### src/rtl/row_scan_pkg.sv
package row_scan_pkg;
  localparam int unsigned ON_W = 6;

  // non-linear duty table: ticks lit per 64-tick slot
  function automatic logic [ON_W-1:0] on_time(input logic [3:0] code);
    logic [ON_W-1:0] t;
    case (code)
      4'd0:  t = 6'd0;
      4'd1:  t = 6'd1;
      4'd2:  t = 6'd2;
      4'd3:  t = 6'd3;
      4'd4:  t = 6'd4;
      4'd5:  t = 6'd5;
      4'd6:  t = 6'd7;
      4'd7:  t = 6'd9;
      4'd8:  t = 6'd11;
      4'd9:  t = 6'd14;
      4'd10: t = 6'd18;
      4'd11: t = 6'd22;
      4'd12: t = 6'd28;
      4'd13: t = 6'd36;
      4'd14: t = 6'd48;
      default: t = 6'd60;
    endcase
    return t;
  endfunction
endpackage

### src/rtl/row_scan_tick_sel.sv
module row_scan_tick_sel #(
  parameter int unsigned DIV = 8
) (
  input  logic clk_i,
  input  logic rst_ni,
  input  logic awake_i,
  input  logic sel_i,
  input  logic int_tick_i,
  input  logic ext_tick_i,
  input  logic prescale_i,
  output logic tick_o
);
  localparam int unsigned DW = (DIV > 1) ? $clog2(DIV) : 1;
  localparam logic [DW-1:0] LAST = DW'(DIV - 1);

  logic [DW-1:0] pre_q;
  logic          pre_clr;

  assign pre_clr = !awake_i || sel_i || !prescale_i;

  always_ff @(posedge clk_i or negedge rst_ni) begin
    if (!rst_ni)             pre_q <= '0;
    else if (pre_clr)        pre_q <= '0;
    else if (ext_tick_i)     pre_q <= (pre_q == LAST) ? '0 : pre_q + 1'b1;
  end

  always_comb begin
    if (!awake_i)   tick_o = 1'b0;
    else if (sel_i) tick_o = int_tick_i;
    else            tick_o = ext_tick_i && (!prescale_i || pre_q == LAST);
  end
endmodule

### src/rtl/row_scan_counter.sv
module row_scan_counter #(
  parameter int unsigned ROWS = 8,
  parameter int unsigned SLOT = 64
) (
  input  logic                    clk_i,
  input  logic                    rst_ni,
  input  logic                    awake_i,
  input  logic                    tick_i,
  output logic [$clog2(ROWS)-1:0] row_o,
  output logic [$clog2(SLOT)-1:0] cyc_o
);
  localparam int unsigned RW = $clog2(ROWS);
  localparam int unsigned SW = $clog2(SLOT);

  logic [RW+SW-1:0] cnt_q;

  always_ff @(posedge clk_i or negedge rst_ni) begin
    if (!rst_ni)       cnt_q <= '0;
    else if (!awake_i) cnt_q <= '0;
    else if (tick_i)   cnt_q <= cnt_q + 1'b1;
  end

  assign row_o = cnt_q[RW+SW-1:SW];
  assign cyc_o = cnt_q[SW-1:0];
endmodule

### src/rtl/row_scan_col_gate.sv
module row_scan_col_gate #(
  parameter int unsigned COLS = 20,
  parameter int unsigned ROWS = 8,
  parameter int unsigned SLOT = 64
) (
  input  logic [COLS*ROWS-1:0]    dots_i,
  input  logic [$clog2(ROWS)-1:0] row_i,
  input  logic [$clog2(SLOT)-1:0] cyc_i,
  input  logic [$clog2(SLOT)-1:0] on_i,
  input  logic                    awake_i,
  input  logic                    blank_i,
  output logic [COLS-1:0]         col_o
);
  logic lit_en;

  assign lit_en = awake_i && !blank_i && (row_i != '0) && (cyc_i < on_i);

  for (genvar c = 0; c < COLS; c++) begin : g_col
    logic [ROWS-1:0] col_bits;
    assign col_bits = dots_i[c*ROWS +: ROWS];
    assign col_o[c] = lit_en && col_bits[row_i];
  end
endmodule

### src/rtl/row_scan_pwm.sv
module row_scan_pwm #(
  parameter int unsigned COLS = 20,
  parameter int unsigned ROWS = 8,
  parameter int unsigned SLOT = 64,
  parameter int unsigned DIV  = 8
) (
  input  logic                 clk_i,
  input  logic                 rst_ni,
  input  logic                 osc_sel_i,
  input  logic                 int_tick_i,
  input  logic                 ext_tick_i,
  input  logic                 prescale_i,
  input  logic [6:0]           ctl0_i,
  input  logic                 blank_i,
  input  logic [COLS*ROWS-1:0] dots_i,
  output logic [ROWS-1:0]      row_o,
  output logic [COLS-1:0]      col_o,
  output logic [1:0]           peak_o
);
  import row_scan_pkg::*;

  localparam int unsigned RW = $clog2(ROWS);
  localparam int unsigned SW = $clog2(SLOT);

  logic          awake;
  logic          disp_tick;
  logic [RW-1:0] row_idx;
  logic [SW-1:0] cyc;
  logic [SW-1:0] on_cyc;

  assign awake  = ctl0_i[6];
  assign peak_o = ctl0_i[5:4];
  assign on_cyc = SW'(on_time(ctl0_i[3:0]));

  row_scan_tick_sel #(.DIV(DIV)) i_tick_sel (
    .clk_i      (clk_i),
    .rst_ni     (rst_ni),
    .awake_i    (awake),
    .sel_i      (osc_sel_i),
    .int_tick_i (int_tick_i),
    .ext_tick_i (ext_tick_i),
    .prescale_i (prescale_i),
    .tick_o     (disp_tick)
  );

  row_scan_counter #(.ROWS(ROWS), .SLOT(SLOT)) i_counter (
    .clk_i   (clk_i),
    .rst_ni  (rst_ni),
    .awake_i (awake),
    .tick_i  (disp_tick),
    .row_o   (row_idx),
    .cyc_o   (cyc)
  );

  row_scan_col_gate #(.COLS(COLS), .ROWS(ROWS), .SLOT(SLOT)) i_col_gate (
    .dots_i  (dots_i),
    .row_i   (row_idx),
    .cyc_i   (cyc),
    .on_i    (on_cyc),
    .awake_i (awake),
    .blank_i (blank_i),
    .col_o   (col_o)
  );

  always_comb begin
    row_o = '0;
    if (awake) row_o[row_idx] = 1'b1;
  end
endmodule

### config.mk
export PLATFORM = sky130hd
export DESIGN_NAME = row_scan_pwm
export DESIGN_NICKNAME = d
export VERILOG_FILES = /design/src/rtl/row_scan_pkg.sv /design/src/rtl/row_scan_tick_sel.sv /design/src/rtl/row_scan_counter.sv /design/src/rtl/row_scan_col_gate.sv /design/src/rtl/row_scan_pwm.sv
export SDC_FILE = /design/constraint.sdc
export NUM_CORES = 1
export LEC_CHECK = 0
export CELL_PAD_IN_SITES_DETAIL_PLACEMENT = 0
export CELL_PAD_IN_SITES_GLOBAL_PLACEMENT = 1
export CORE_MARGIN = 2
export CORE_UTILIZATION = 23
export DETAILED_ROUTE_END_ITERATION = 6
export MAX_ROUTING_LAYER = met4
export PLACE_DENSITY_LB_ADDON = 0.1
export SYNTH_ARGS = -nofsm -noshare
export SYNTH_HDL_FRONTEND = slang
export SYNTH_SLANG_ARGS = --single-unit
### constraint.sdc
create_clock -name clk_i -period 5.45 [get_ports clk_i]
set_input_delay 0.545 -clock clk_i [delete_from_list [all_inputs] [get_ports clk_i]]
set_output_delay 0.545 -clock clk_i [all_outputs]
set_load 0.005 [all_outputs]
Word-level counts from Yosys, hierarchy flattened
Memories as Yosys holds them, arrays and structs flattened.
Cells that the tools add are included.
{ "classes": {"add_sub_neg": 2, "magnitude_cmp": 3, "eq_ne": 2, "n_mux": 50, "n_reduce_logical": 33} }
{ "ops": {"columns": ["cell", "n"], "rows": [
  ["binary-select mux 1 bit (select 3 bit)", 20],
  ["logical AND 1 bit", 25],
  ["two-way mux 1 bit", 23],
  ["two-way mux 9 bit", 2],
  ["adder 9 x 1 -> 9 bit, second input constant", 1],
  ["two-way mux 3 bit", 3],
  ["two-way mux 8 bit", 1],
  ["< comparator 6 bit", 1],
  ["< comparator 3 x 4 -> 1 bit, second input constant", 1],
  ["adder 3 x 1 -> 3 bit, second input constant", 1],
  ["demux 1 bit (select 3 bit)", 1],
  ["equality test 3 bit, second input constant", 1],
  ["greater-or-equal comparator 3 x 1 -> 1 bit, second input constant", 1],
  ["zero test 1 bit", 3],
  ["logical OR 1 bit", 3],
  ["nonzero test 3 bit", 1],
  ["inequality test 2 x 1 -> 1 bit, second input constant", 1],
  ["nonzero test 2 bit", 1]
]} }
{ "totals": {"register_bits": 12, "rom_bits": 96, "output_inout_bits": 30, "mem_count": 1} }
{ "memory_table": {"columns": ["name", "depth", "width", "rd", "rd_ports_with_merged_regs", "wr", "line_no", "source"], "rows": [
  ["(no name shown)", 16, 6, 1, 0, 0, "row_scan_pkg.sv:7", "case (code)"]
]} }

Longest topological paths before layout
{ "logic_depth": {"ltp_word": 7, "mapped_depth": 12} }

By module
From an unflattened synthesis, not the netlist that was laid out.
{ "unflattened": {"cells_unflattened": 226, "hier_area_um2": 2602.5} }
{ "by_module_without_submodules": {"columns": ["module", "instances", "cells_per_inst", "area_each_um2", "seq_area_each_um2"], "rows": [
  ["row_scan_col_gate", 1, 120, 1680.4, 0.0],
  ["row_scan_counter", 1, 49, 488.0, 225.2],
  ["row_scan_pwm", 1, 39, 251.5, 0.0],
  ["row_scan_tick_sel", 1, 18, 182.7, 75.1]
]} }

Worst setup path after synthesis
Ideal clock, no wire load.
{ "synth_timing": {"path_type": "in2out", "from": "input port ctl0_i[1]", "to": "output port col_o[0]", "t_arrival_ns": 2.243, "required_time_ns": 4.905, "setup_slack_ns": 2.662, "path_stages": 12, "path_buffers": 1, "path_cell_list": "inv_1 -> ha_1 -> inv_1 -> mux2i_1 -> nor2_1 -> a31oi_1 -> ha_1 -> and4_1 -> a32oi_1 -> o211ai_1 -> clkbuf_1 -> nor2_1"} }
{ "synth_via": {"elab_chain_len": 4} }
{ "synth_rtl": {"columns": ["element", "line_no", "source"], "rows": [
  ["start: declaration", "row_scan_pwm.sv:13", "input logic [6:0] ctl0_i,"],
  ["memory (16 x 6 bit)", null, null],
  ["< comparator 6 bit", "row_scan_col_gate.sv:16", "assign lit_en = awake_i && !blank_i && (row_i != '0) && (cyc_i < on_i);"],
  ["logical AND 1 bit", "row_scan_col_gate.sv:16", null],
  ["logical AND 1 bit", "row_scan_col_gate.sv:21", "assign col_o[c] = lit_en && col_bits[row_i];"],
  ["end: declaration", "row_scan_pwm.sv:17", "output logic [COLS-1:0] col_o,"]
]} }
No other way between the ends.

Worst setup path after layout
{ "layout_timing": {"from": "input port ctl0_i[1]", "to": "output port col_o[14]"} }
The elaborated chain is that of the path after synthesis.

==> flow_summary.toml <==
[status]
status = "complete, no violations"

[setup_path]
critPathLaunchType = "primary input"
cpMaxStageDelayCell = "clkdlybuf4s50_1"
endpoint_kind = "output pin"
crit_chain = "clkdlybuf4s50_1, inv_1, ha_1, inv_1, mux2i_1, nor2_1, a31oi_1, ha_1, and4_1, a32oi_1, o211ai_1, buf_4, nor2_1, clkdlybuf4s50_1"
worstPathArrival_ns = 3.60
path_max_fanout = 20
required_ns = 4.91
r2r_setup_slack_ns = 3.49
critPathKind = "in2out"
slowest_delay_ns = 0.58

[yosys]
async_reset_ff_frac = 1.000
netlist_top_cells_area = "mux4_2, dfrtp_1, mux2i_1, ha_1, nor2_1"
ys_ff_latch = 12
synthCells = 211
ys_warn_count = 0
synth_nets = 400
syn_area_per_cell_um2 = 10.69
synth_edf_count = 0
syn_area_um2 = 2255
yosysSeqAreaShare = 0.1332
synth_most_common_cell = "mux4_2"
ys.flop_type = "dfrtp_1"
ys_top_cells_by_count = "mux4_2, nor2_1, mux2i_1, ha_1, dfrtp_1"
synth.distinct_cells = 34
yosysTopAreaCell = "mux4_2"
yosysTopAreaCellShare = 0.3996

[grt]
track_usage = 0.1783
grt_pass1_vias = 2416
grt_start_max_net_pins = 49
overflow = 0
grt_pass1_wl_um = 14050
antenna_found_initial = 0

[placed_design]
dp_cells = 527
place.port_buffers = 199
hpwl_um = 8050
place.gp.congestion = 0.7782
post-place-ws_ns = 1.288

[sta]
worstMarginPinSlew_ns = 1.109
finalHoldViolCount = 0
fmax_mhz = 241.4
skew_ns = 0.001371
fin_crit_ns = 4.142
slew_headroom = 0.2604
setup_viol = 0
setup_slack_ns = 1.308
rsz0062_at_grt = "false"
fin_crit_sh = 0.7601
fin_setup_tns_ns = 0
slew_violations = 0

[cells_and_area]
finalNetCount = 588
layout-drive-gt1-share = 0.1256
area_growth_pct = 95.06
instances_no_fill = 531
num_antenna_cells = 0

[clock_network]
clkTransAtPathRegs_ns = 0.05
htree_levels = 1
clkSinkCount = 12
postCtsHoldBufs = 0
clockBufferDepth = 2
post_cts_resized = 0
cts_tree = "yes"
cts_root_buf = "clkbuf_8"
cts_made_buffers = 3
worstSkewPairLatency_ns = 0.24
post_cts_buffers = 0

[hold_path]
hold_path.class = "reg2reg"

[power_and_ir_drop]
p_leak_uw = 0.001533
vdd_drop_max_mv = 0.1175
power.density_nw_per_um2 = 84.40

[flow_run]
cap_violations = 0

[die]
dieArea_um2 = 10610
core_um2 = 9639
io_pins = 204
initial_utilization = 0.2339
rows = 36
dieHeight_um = 103.0
dieWidth_um = 103.0

[drt]
via_per_inst = 4.714
vias = 2503
wl_per_cell_um = 18.79
routed_wl_um = 9975
ant_nets = 0
drc = 0
drtIter0Drc = 70
dr.pass1.iters = 4
[path summary, 6_finish.rpt]
check / from / to / depth (start not counted)
max: ctl0_i[1] / col_o[14] / 14
min: i_tick_sel.pre_q[2] / i_tick_sel.pre_q[2] / 2
max reg2reg: i_tick_sel.pre_q[0] / i_counter.cnt_q[7] / 6
min reg2reg: i_tick_sel.pre_q[2] / i_tick_sel.pre_q[2] / 2
max in group asynchronous: rst_ni / i_counter.cnt_q[8] / 1
min in group asynchronous: rst_ni / i_counter.cnt_q[0] / 1
[where the power goes]
part / switching (uW) / total, uW / internal [uW]
sequential: 2.03 / 92.8 / 90.8
clock: 33.8 / 97.7 / 63.9
combinational: 42.0 / 181 / 139
total: 77.9 / 371 / 293
[metal layers]
metal / track usage / share of wire / vias up / wire (um)
li1: - / - / 1202 / -
met1: 0.2278 / 0.42 / 1203 / 4147
met2: 0.2942 / 0.49 / 88 / 4867
met3: 0.03051 / 0.081 / 10 / 805
met4: 0.04352 / 0.015 / 0 / 154
met5: - / 0 / - / 0
[cells in the final DEF (no fill, tap or decap), types with 4 or more instances in the layout]
cell and n:
clkbuf_8 4, mux2i_1 27, mux4_2 40, nand2_1 8, dfrtp_1 10, a21oi_1 7
o31ai_1 4, inv_1 6, clkdlybuf4s50_1 199, ha_1 15, nor2_1 33, nor3_1 5
o21ai_0 4
[worst max-delay path: cells and delay by family]
family	cells	cell delay, ns
buf+inv	5	1.51
simple gates	3	0.41
fa+ha+maj	2	0.56
mux	1	0.12
compound gates	3	0.44
[registers in the layout, indices dropped and copies added, names as in the netlist]
signal	cells
i_counter.cnt_q	9
i_tick_sel.pre_q	3
[through the flow]
step                total power (uW)  hold slack [ns]    util  area (um^2)
detailed placement             274.9           0.5319  0.4505         4343
global route                   392.4           0.6056  0.4563         4398
CTS                            376.3           0.5465  0.4563         4398
floorplan                      142.9           0.2494       -         2255
global placement               272.4           0.5116  0.4505         4343
finish                         371.2           0.5392  0.4563         4398
[cell type report]
class / count / area [um^2]
Multi-Input combinational cell: 172 / 1829
Timing Repair Buffer: 202 / 2014
Fill cell: 946 / 5241
Tap cell: 133 / 166.4
Sequential cell: 12 / 302.8
Inverter: 8 / 30.03
Clock buffer: 4 / 55.05
[logic make-up (layout without fill, tap and decap cells)]
logic type / Yosys count / in the layout / synth area share
flip-flops: 12 / 12 / 0.1332
AND/OR/NAND/NOR: 64 / 64 / 0.1332
adder cells (fa/ha/maj): 15 / 15 / 0.08324
multiplexers: 67 / 67 / 0.5194
XOR/XNOR: 1 / 1 / 0.003885
buffers and inverters: 27 / 214 / 0.05549
AO/OA/AOI/OAI: 25 / 25 / 0.07159
Power figures use the tool's default switching activity.
